$ cat src/rtl/pn_est_pkg.sv
package pn_est_pkg;
    typedef enum logic [1:0] {
        ST_COLLECT = 2'd0,
        ST_CORRECT = 2'd1,
        ST_VERIFY  = 2'd2,
        ST_LOCKED  = 2'd3
    } acq_state_e;
endpackage

$ cat src/rtl/pn_slicer.sv
module pn_slicer #(
    parameter int SW     = 8,
    parameter int THRESH = 16
) (
    input  logic signed [SW-1:0] sample,
    output logic                 chip,
    output logic                 trusted
);
    logic signed [SW:0] ext;
    logic [SW:0]        mag;

    always_comb begin
        ext     = {sample[SW-1], sample};
        mag     = sample[SW-1] ? $unsigned(-ext) : $unsigned(ext);
        chip    = sample[SW-1];
        trusted = (mag >= (SW+1)'(THRESH));
    end
endmodule

$ cat src/rtl/pn_feedback.sv
module pn_feedback #(
    parameter int             M    = 5,
    parameter logic [M-1:0]   TAPS = 5'b00101
) (
    input  logic [M-1:0] state,
    output logic         fb
);
    assign fb = ^(state & TAPS);
endmodule

$ cat src/rtl/pn_window.sv
module pn_window #(
    parameter int VLEN = 16,
    parameter int VLIM = 2,
    parameter int CW   = 5
) (
    input  logic [CW-1:0] pos,
    input  logic [CW-1:0] miss,
    input  logic          miss_now,
    output logic [CW-1:0] pos_nx,
    output logic [CW-1:0] miss_nx,
    output logic          win_end,
    output logic          win_ok
);
    logic [CW-1:0] miss_sum;

    always_comb begin
        miss_sum = miss + CW'(miss_now);
        win_end  = (pos == CW'(VLEN - 1));
        win_ok   = (miss_sum <= CW'(VLIM));
        pos_nx   = win_end ? '0 : pos + CW'(1);
        miss_nx  = win_end ? '0 : miss_sum;
    end
endmodule

$ cat src/rtl/pn_seq_acq.sv
module pn_seq_acq
    import pn_est_pkg::*;
#(
    parameter int           M      = 5,
    parameter logic [M-1:0] TAPS   = 5'b00101,
    parameter int           SW     = 8,
    parameter int           THRESH = 16,
    parameter int           VLEN   = 16,
    parameter int           VLIM   = 2
) (
    input  logic                 clk,
    input  logic                 rst,
    input  logic                 chip_stb,
    input  logic signed [SW-1:0] chip_sample,
    output logic [M-1:0]         lfsr_state,
    output logic                 pn_chip,
    output logic                 locked,
    output logic                 restart
);
    localparam int CW    = $clog2(VLEN + 1);
    localparam int IW    = $clog2(M + 1);
    localparam int CSPAN = 2 * M;
    localparam int KW    = $clog2(CSPAN + 1);

    typedef struct packed {
        acq_state_e    st;
        logic [M-1:0]  sreg;
        logic [M-1:0]  flag;
        logic [M-1:0]  dvec;
        logic [IW-1:0] ncol;
        logic [1:0]    nunrel;
        logic [KW-1:0] ncorr;
        logic [CW-1:0] vpos;
        logic [CW-1:0] vmiss;
        logic          lock;
        logic          rs;
    } regs_t;

    regs_t q, d;

    logic          hd, rel, fb_s, fb_d, mis;
    logic [CW-1:0] vpos_nx, vmiss_nx;
    logic          win_end, win_ok;

    pn_slicer #(.SW(SW), .THRESH(THRESH)) slicer_i (
        .sample(chip_sample), .chip(hd), .trusted(rel)
    );

    pn_feedback #(.M(M), .TAPS(TAPS)) fb_state_i (.state(q.sreg), .fb(fb_s));
    pn_feedback #(.M(M), .TAPS(TAPS)) fb_dep_i   (.state(q.dvec), .fb(fb_d));

    assign mis = fb_s ^ hd;

    pn_window #(.VLEN(VLEN), .VLIM(VLIM), .CW(CW)) window_i (
        .pos(q.vpos), .miss(q.vmiss), .miss_now(mis),
        .pos_nx(vpos_nx), .miss_nx(vmiss_nx),
        .win_end(win_end), .win_ok(win_ok)
    );

    function automatic regs_t fresh_start();
        regs_t r;
        r    = '0;
        r.st = ST_COLLECT;
        r.rs = 1'b1;
        return r;
    endfunction

    logic [M-1:0] col_s, col_f, a_n, d_n, fixed;
    logic [1:0]   nun;

    always_comb begin
        d     = q;
        d.rs  = 1'b0;
        col_s = {hd, q.sreg[M-1:1]};
        col_f = {~rel, q.flag[M-1:1]};
        nun   = (q.nunrel == 2'd2) ? 2'd2 : q.nunrel + {1'b0, ~rel};
        a_n   = {fb_s, q.sreg[M-1:1]};
        d_n   = {fb_d, q.dvec[M-1:1]};
        fixed = a_n ^ ({M{hd ^ fb_s}} & d_n);

        if (chip_stb) begin
            unique case (q.st)
                ST_COLLECT: begin
                    if (q.ncol == IW'(M - 1)) begin
                        if (nun == 2'd2) begin
                            d = fresh_start();
                        end else if (nun == 2'd1) begin
                            d.st     = ST_CORRECT;
                            d.sreg   = col_s & ~col_f;
                            d.dvec   = col_f;
                            d.flag   = '0;
                            d.ncol   = '0;
                            d.nunrel = '0;
                            d.ncorr  = '0;
                        end else if (col_s == '0) begin
                            d = fresh_start();
                        end else begin
                            d.st     = ST_VERIFY;
                            d.sreg   = col_s;
                            d.flag   = '0;
                            d.ncol   = '0;
                            d.nunrel = '0;
                            d.vpos   = '0;
                            d.vmiss  = '0;
                        end
                    end else begin
                        d.sreg   = col_s;
                        d.flag   = col_f;
                        d.nunrel = nun;
                        d.ncol   = q.ncol + IW'(1);
                    end
                end
                ST_CORRECT: begin
                    if (fb_d && rel) begin
                        if (fixed == '0) begin
                            d = fresh_start();
                        end else begin
                            d.st    = ST_VERIFY;
                            d.sreg  = fixed;
                            d.dvec  = '0;
                            d.ncorr = '0;
                            d.vpos  = '0;
                            d.vmiss = '0;
                        end
                    end else if (q.ncorr == KW'(CSPAN - 1)) begin
                        d = fresh_start();
                    end else begin
                        d.sreg  = a_n;
                        d.dvec  = d_n;
                        d.ncorr = q.ncorr + KW'(1);
                    end
                end
                default: begin
                    d.sreg  = a_n;
                    d.vpos  = vpos_nx;
                    d.vmiss = vmiss_nx;
                    if (win_end) begin
                        if (win_ok) begin
                            d.st   = ST_LOCKED;
                            d.lock = 1'b1;
                        end else begin
                            d = fresh_start();
                        end
                    end
                end
            endcase
        end
    end

    always_ff @(posedge clk) begin
        if (rst) q <= '0;
        else     q <= d;
    end

    assign lfsr_state = q.sreg;
    assign pn_chip    = q.sreg[M-1];
    assign locked     = q.lock;
    assign restart    = q.rs;
endmodule

$ cat config.mk
export PLATFORM = sky130hd
export DESIGN_NAME = pn_seq_acq
export DESIGN_NICKNAME = d
export VERILOG_FILES = /design/src/rtl/pn_est_pkg.sv /design/src/rtl/pn_slicer.sv /design/src/rtl/pn_feedback.sv /design/src/rtl/pn_window.sv /design/src/rtl/pn_seq_acq.sv
export SDC_FILE = /design/constraint.sdc
export NUM_CORES = 1
export LEC_CHECK = 0
export ABC_AREA = 1
export BUFFER_PORTS_ARGS = -buffer_cell sky130_fd_sc_hd__buf_2
export CORE_UTILIZATION = 65
export CTS_CLUSTER_DIAMETER = 60
export DETAILED_ROUTE_END_ITERATION = 10
export PLACE_DENSITY = 0.85
export SYNTH_ARGS = -nofsm -noshare
export SYNTH_HDL_FRONTEND = slang
export SYNTH_SLANG_ARGS = --single-unit
$ cat constraint.sdc
create_clock -name clk -period 6.5 [get_ports clk]
set_input_delay 1.3 -clock clk [delete_from_list [all_inputs] [get_ports clk]]
set_output_delay 1.3 -clock clk [all_outputs]
set_load 0.03 [all_outputs]
Yosys cells after proc, flatten, opt, wreduce, memory -nomap -nowiden:

Cells that the tools add are included.

* word-level logic and storage cells: 85
* input port bits: 11
* register bits: 38

* muxes and demuxes: 32
* equality and inequality tests: 14
* reduce and logical (&&, ||, !) cells: 13
* add/sub/neg operators: 6
* bitwise logic cells: 7
* magnitude comparators: 2

Operators with widths (count)
* $mux 38: 3
* $pmux 38 s2: 1
* $mux 5: 9
* $mux 12: 3
* $mux 34: 1
* $mux 26: 1
* $mux 16: 1
* $mux 2: 6
* $ne 3x3->1 const B: 4
* $and 5x5->5: 2
* $logic_not 5->1: 2
* $mux 10: 1
* $reduce_and 5->1: 2
* $reduce_xor 5->1: 2
* $ge 9x5->1 const B: 1
* $mux 9: 1
* $neg 8->9: 1
* $mux 4: 2
* $reduce_and 4->1: 2
* $mux 7: 1
* $reduce_and 7->1: 1
* $add 5x1->5: 1
* $add 5x1->5 const B: 1
* $eq 5x4->1 const B: 1
* 20 further kinds: 24

Logic depth before layout (Yosys ltp):

* depth after elaboration: 11
* mapped depth: 21

Hierarchy:

From an unflattened synthesis, not the netlist that was laid out.

* cell total of the unflattened synthesis: 384
* area, all modules: 2474.9 um^2

Modules (own cells, without submodules)
* pn_seq_acq: area an instance 2139.6 um^2, sequential area each 740.7 um^2, cells an instance 317, times used 1
* pn_window: area an instance 211.5 um^2, sequential area each 0.0 um^2, cells an instance 40, times used 1
* pn_slicer: area an instance 86.3 um^2, sequential area each 0.0 um^2, cells an instance 17, times used 1
* pn_feedback: area an instance 18.8 um^2, sequential area each 0.0 um^2, cells an instance 5, times used 2

Worst setup path after synthesis:

No wires, ideal clock.

* path kind: input-to-reg
* from: input port chip_sample[0]
* to: register q[15] in the netlist's numbering
* arrival time: 3.426 ns
* setup time: 0.116 ns
* stages: 19
* path slack: 2.957 ns
* cells stage by stage: inv_1 > ha_1 > nand3_1 > nand2_1 > nand2_1 > nand2_1 > nand2_1 > inv_1 > ha_1 > inv_1 > or2_2 > and3_1 > ha_1 > and3_1 > nor3_4 > buf_6 > nand3_1 > nand2_1 > nor2_1

* cells in the longest elaborated chain, start to end: 11
* elaborated cells on any way between the ends: 16

RTL lines
* from (decl): RTL line pn_seq_acq.sv:14 `input logic signed [SW-1:0] chip_sample,`
* $neg 8->9: RTL line pn_slicer.sv:14 `mag = sample[SW-1] ? $unsigned(-ext) : $unsigned(ext);`
* $mux 9 (*): RTL line pn_slicer.sv:14
* $ge 9x5->1 (*): RTL line pn_slicer.sv:16 `trusted = (mag >= (SW+1)'(THRESH));`
* $not 1->1: RTL line pn_seq_acq.sv:76 `nun = (q.nunrel == 2'd2) ? 2'd2 : q.nunrel + {1'b0, ~rel};`
* $add 2x1->2: RTL line pn_seq_acq.sv:76
* $mux 2: RTL line pn_seq_acq.sv:76
* $eq 2x1->1: RTL line pn_seq_acq.sv:87 `end else if (nun == 2'd1) begin`
* $mux 26: RTL line pn_seq_acq.sv:87
* $mux 38: RTL line pn_seq_acq.sv:85 `if (nun == 2'd2) begin`
* $mux 16: RTL line pn_seq_acq.sv:84 `if (q.ncol == IW'(M - 1)) begin`
* $pmux 38 s2: RTL line pn_seq_acq.sv:82 `unique case (q.st)`
* to (signal assigned): RTL line pn_seq_acq.sv:151 `if (rst) q <= '0;`
* to (signal assigned): RTL line pn_seq_acq.sv:152 `else q <= d;`
* to (decl): RTL line pn_seq_acq.sv:39 `regs_t q, d;`

Mark *: on every way between the ends. The rest lies on a longest branch, timed or not. The select of a mux whose other input is x is not followed.
A chain may end at the register's enable or synchronous reset.

Worst setup path after layout:

* from: input port chip_sample[1]
* to: register q (netlist bit d_n[3])

* cells in the longest elaborated chain, start to end: 11
* elaborated cells on any way between the ends: 16

RTL lines (RTL line)
* $neg 8->9: pn_slicer.sv:14
* $mux 9 (*): pn_slicer.sv:14
* $ge 9x5->1 (*): pn_slicer.sv:16
* $not 1->1: pn_seq_acq.sv:75, pn_seq_acq.sv:76
* $add 2x1->2: pn_seq_acq.sv:76
* $mux 2: pn_seq_acq.sv:76
* $eq 2x1->1: pn_seq_acq.sv:87
* $mux 26: pn_seq_acq.sv:87
* $mux 38: pn_seq_acq.sv:85
* $mux 5: pn_seq_acq.sv:84
* $pmux 38 s2: pn_seq_acq.sv:82

Marked as above.

==> metrics.yaml <==
final_area_um2: 2630
syn_area_um2: 2500
num_vias: 2444
tightest_slew_ns: 0.641
cts_hold_buffers: 0
drive_gt1_share_pct: 10.2
grt_overflow: 0
cts_resized: 0
finalWorstSetupSlack_ns: 2.73
clock_latency_ns: 0.30
synth_ff_type: "dfxtp_1"
antenna_found_initial: 0
crit_type: "in2reg"
fin_nets: 424
rsz0062_at_grt: "no"
drtIter0Drc: 156
port_buffers: 18
num_rows: 22
hold_viol: 0
die_y_um: 64
netlist_top_cells_count: "nand2_1 (104), inv_1 (50), nand3_1 (41), a21oi_1 (38), dfxtp_1 (37)"
cts-root-buf: "clkbuf_8"
hp-class: "reg2reg"
cp-end-kind: "register"
yosysSeqAreaShare_pct: 29.6
start_util_pct: 68.3
yosysWarningCount: 0
syn-num-nets: 414
drc: 0
place.gp.congestion: 0.951
grt_pass1_vias: 2222
pre_cts_ws_ns: 2.43
diodes: 0
crit_arrival_ns: 3.93
wl_per_cell_um: 12.4
cap_violations: 0
slew-limit-headroom_pct: 57.1
clk_path_buf_depth: 2
dp_hpwl_um: 4060
cellPowerDensity_nw_per_um2: 334
synth.top_cell.area_share_pct: 29.6
yosys_register_bits: 37
setup_violations: 0
finalWorstPathRequiredPeriod_ns: 3.77
grt_max_degree: 22
leakage_nw: 1.22
slew_viol_final: 0
synth.top_cells.by_area: "dfxtp_1 (30%), nand2_1 (16%), nand3_1 (8.2%)"
ir_drop_mv: 0.232
crit_path_start_kind: "input port"
boundaryPins: 19
viasPerCell: 5.44
status: "complete, no violations"
cp.required_ns: 6.66
grt_pass1_wl_um: 9380
ant_nets: 0
async_flop_share_pct: 0
period_share_pct: 58.0
worst_clock_skew_ns: 0.0143
grtUsageTotal_pct: 29.4
clk_pin_slew_ns: 0.08
ys_types: 34
crit_fanout: 14
synth_edf_count: 0
drt_wl_total_um: 5580
placed_cell_area_um2: 2540
cts_setup_buffers: 0
core_area_um2: 3660
cts_sinks: 37
synth_most_common_cell: "nand2_1"
die_w_um: 64
area_delta_synth_final_pct: 5.21
fin_setup_tns_ns: 0
syn_avg_cell_area_um2: 6.39
cts_tree: "done"
cts_buffers: 5
htreeDepth: 2
yosysTopAreaCell: "dfxtp_1"
synthCells: 391
drt_pass1_iterations: 5
die-area_um2: 4100
fmax_ghz: 0.265
fin_util_pct: 71.8
-- per-stage QoR --
step | power, mW | std cells | hold WS (ns)
6_report | 0.879 | 449 | 0.466
5_1_grt | 0.952 | 449 | 0.481
4_1_cts | 0.879 | 449 | 0.466
3_5_place_dp | 0.710 | 442 | 0.453
3_3_place_gp | 0.698 | 442 | 0.450
2_1_floorplan | 0.643 | 391 | 0.441
-- flip-flops by register name, indices dropped and copies added (netlist names) --
signal / count
col_f: 4
d_n: 4
lfsr_state: 5
locked: 1
q: 22
restart: 1
-- area by class of cell --
cell class	instances	area [um^2]
flip-flops and latches	37	741
clock buffers	6	82.6
inverters	53	200
well taps	48	60.1
repair buffers	18	90.1
fillers	325	1030
multi-input cells	286	1450
clock inverters	1	7.51
-- path summary, 6_finish.rpt --
path                            slack (ns)                   to                       start  cells after the start
worst max-delay path                  2.73  d_n[3]$_SDFFE_PP0P_              chip_sample[1]                     19
worst min-delay path                  0.47   q[10]$_SDFFE_PP0P_          q[10]$_SDFFE_PP0P_                      2
worst max register to register        3.57  d_n[3]$_SDFFE_PP0P_  lfsr_state[2]$_SDFFE_PP0P_                     16
worst min register to register        0.47   q[10]$_SDFFE_PP0P_          q[10]$_SDFFE_PP0P_                      2
-- worst max-delay path, stage by stage --
cell	delay (ns)
buf_2	0.10
inv_1	0.06
ha_1	0.16
nand3_1	0.09
nand2_1	0.06
nand2_1	0.04
nand2_1	0.05
nand2_1	0.07
inv_1	0.10
ha_1	0.15
inv_1	0.04
or2_2	0.26
and3_1	0.18
ha_1	0.27
and3_1	0.19
nor3_4	0.44
inv_1	0.22
nand2_1	0.10
a21oi_1	0.06
-- logic make-up after synthesis --
family / after synthesis / share of synthesized area [%]
fa+ha+maj: 12 / 6.01
xor+xnor: 5 / 1.75
buf+inv: 68 / 12.4
simple gates: 201 / 35.9
flops: 37 / 29.6
compound gates: 68 / 14.3
-- power by group --
group,internal [mW],switching [mW],total [mW]
Clock,0.0838,0.0839,0.168
Combinational,0.132,0.281,0.412
Sequential,0.263,0.0361,0.299
Total,0.478,0.401,0.879
-- layer usage --
metal	vias to the layer above	track usage (%)	wire length, um
li1	1273	-	-
met1	1091	35.7	2530
met2	73	50.8	2620
met3	7	6.96	354
met4	0	9.38	75
met5	-	0	0
-- placed cells by master, fill, tap and decap left out, drive strengths merged --
cell        n
buf        18
nor2       36
nor3        5
nand2     108
nand3b      1
o22ai       2
xor2        4
ha         12
nand3      43
dfxtp      37
nand4       4
o211ai      3
a21oi      38
inv        51
clkinvlp    1
nor4        1
o21a        1
clkinv      2
clkbuf      6
xnor2       1
or2         1
and3        2
o21ai      24
Power figures use the tool's default switching activity.
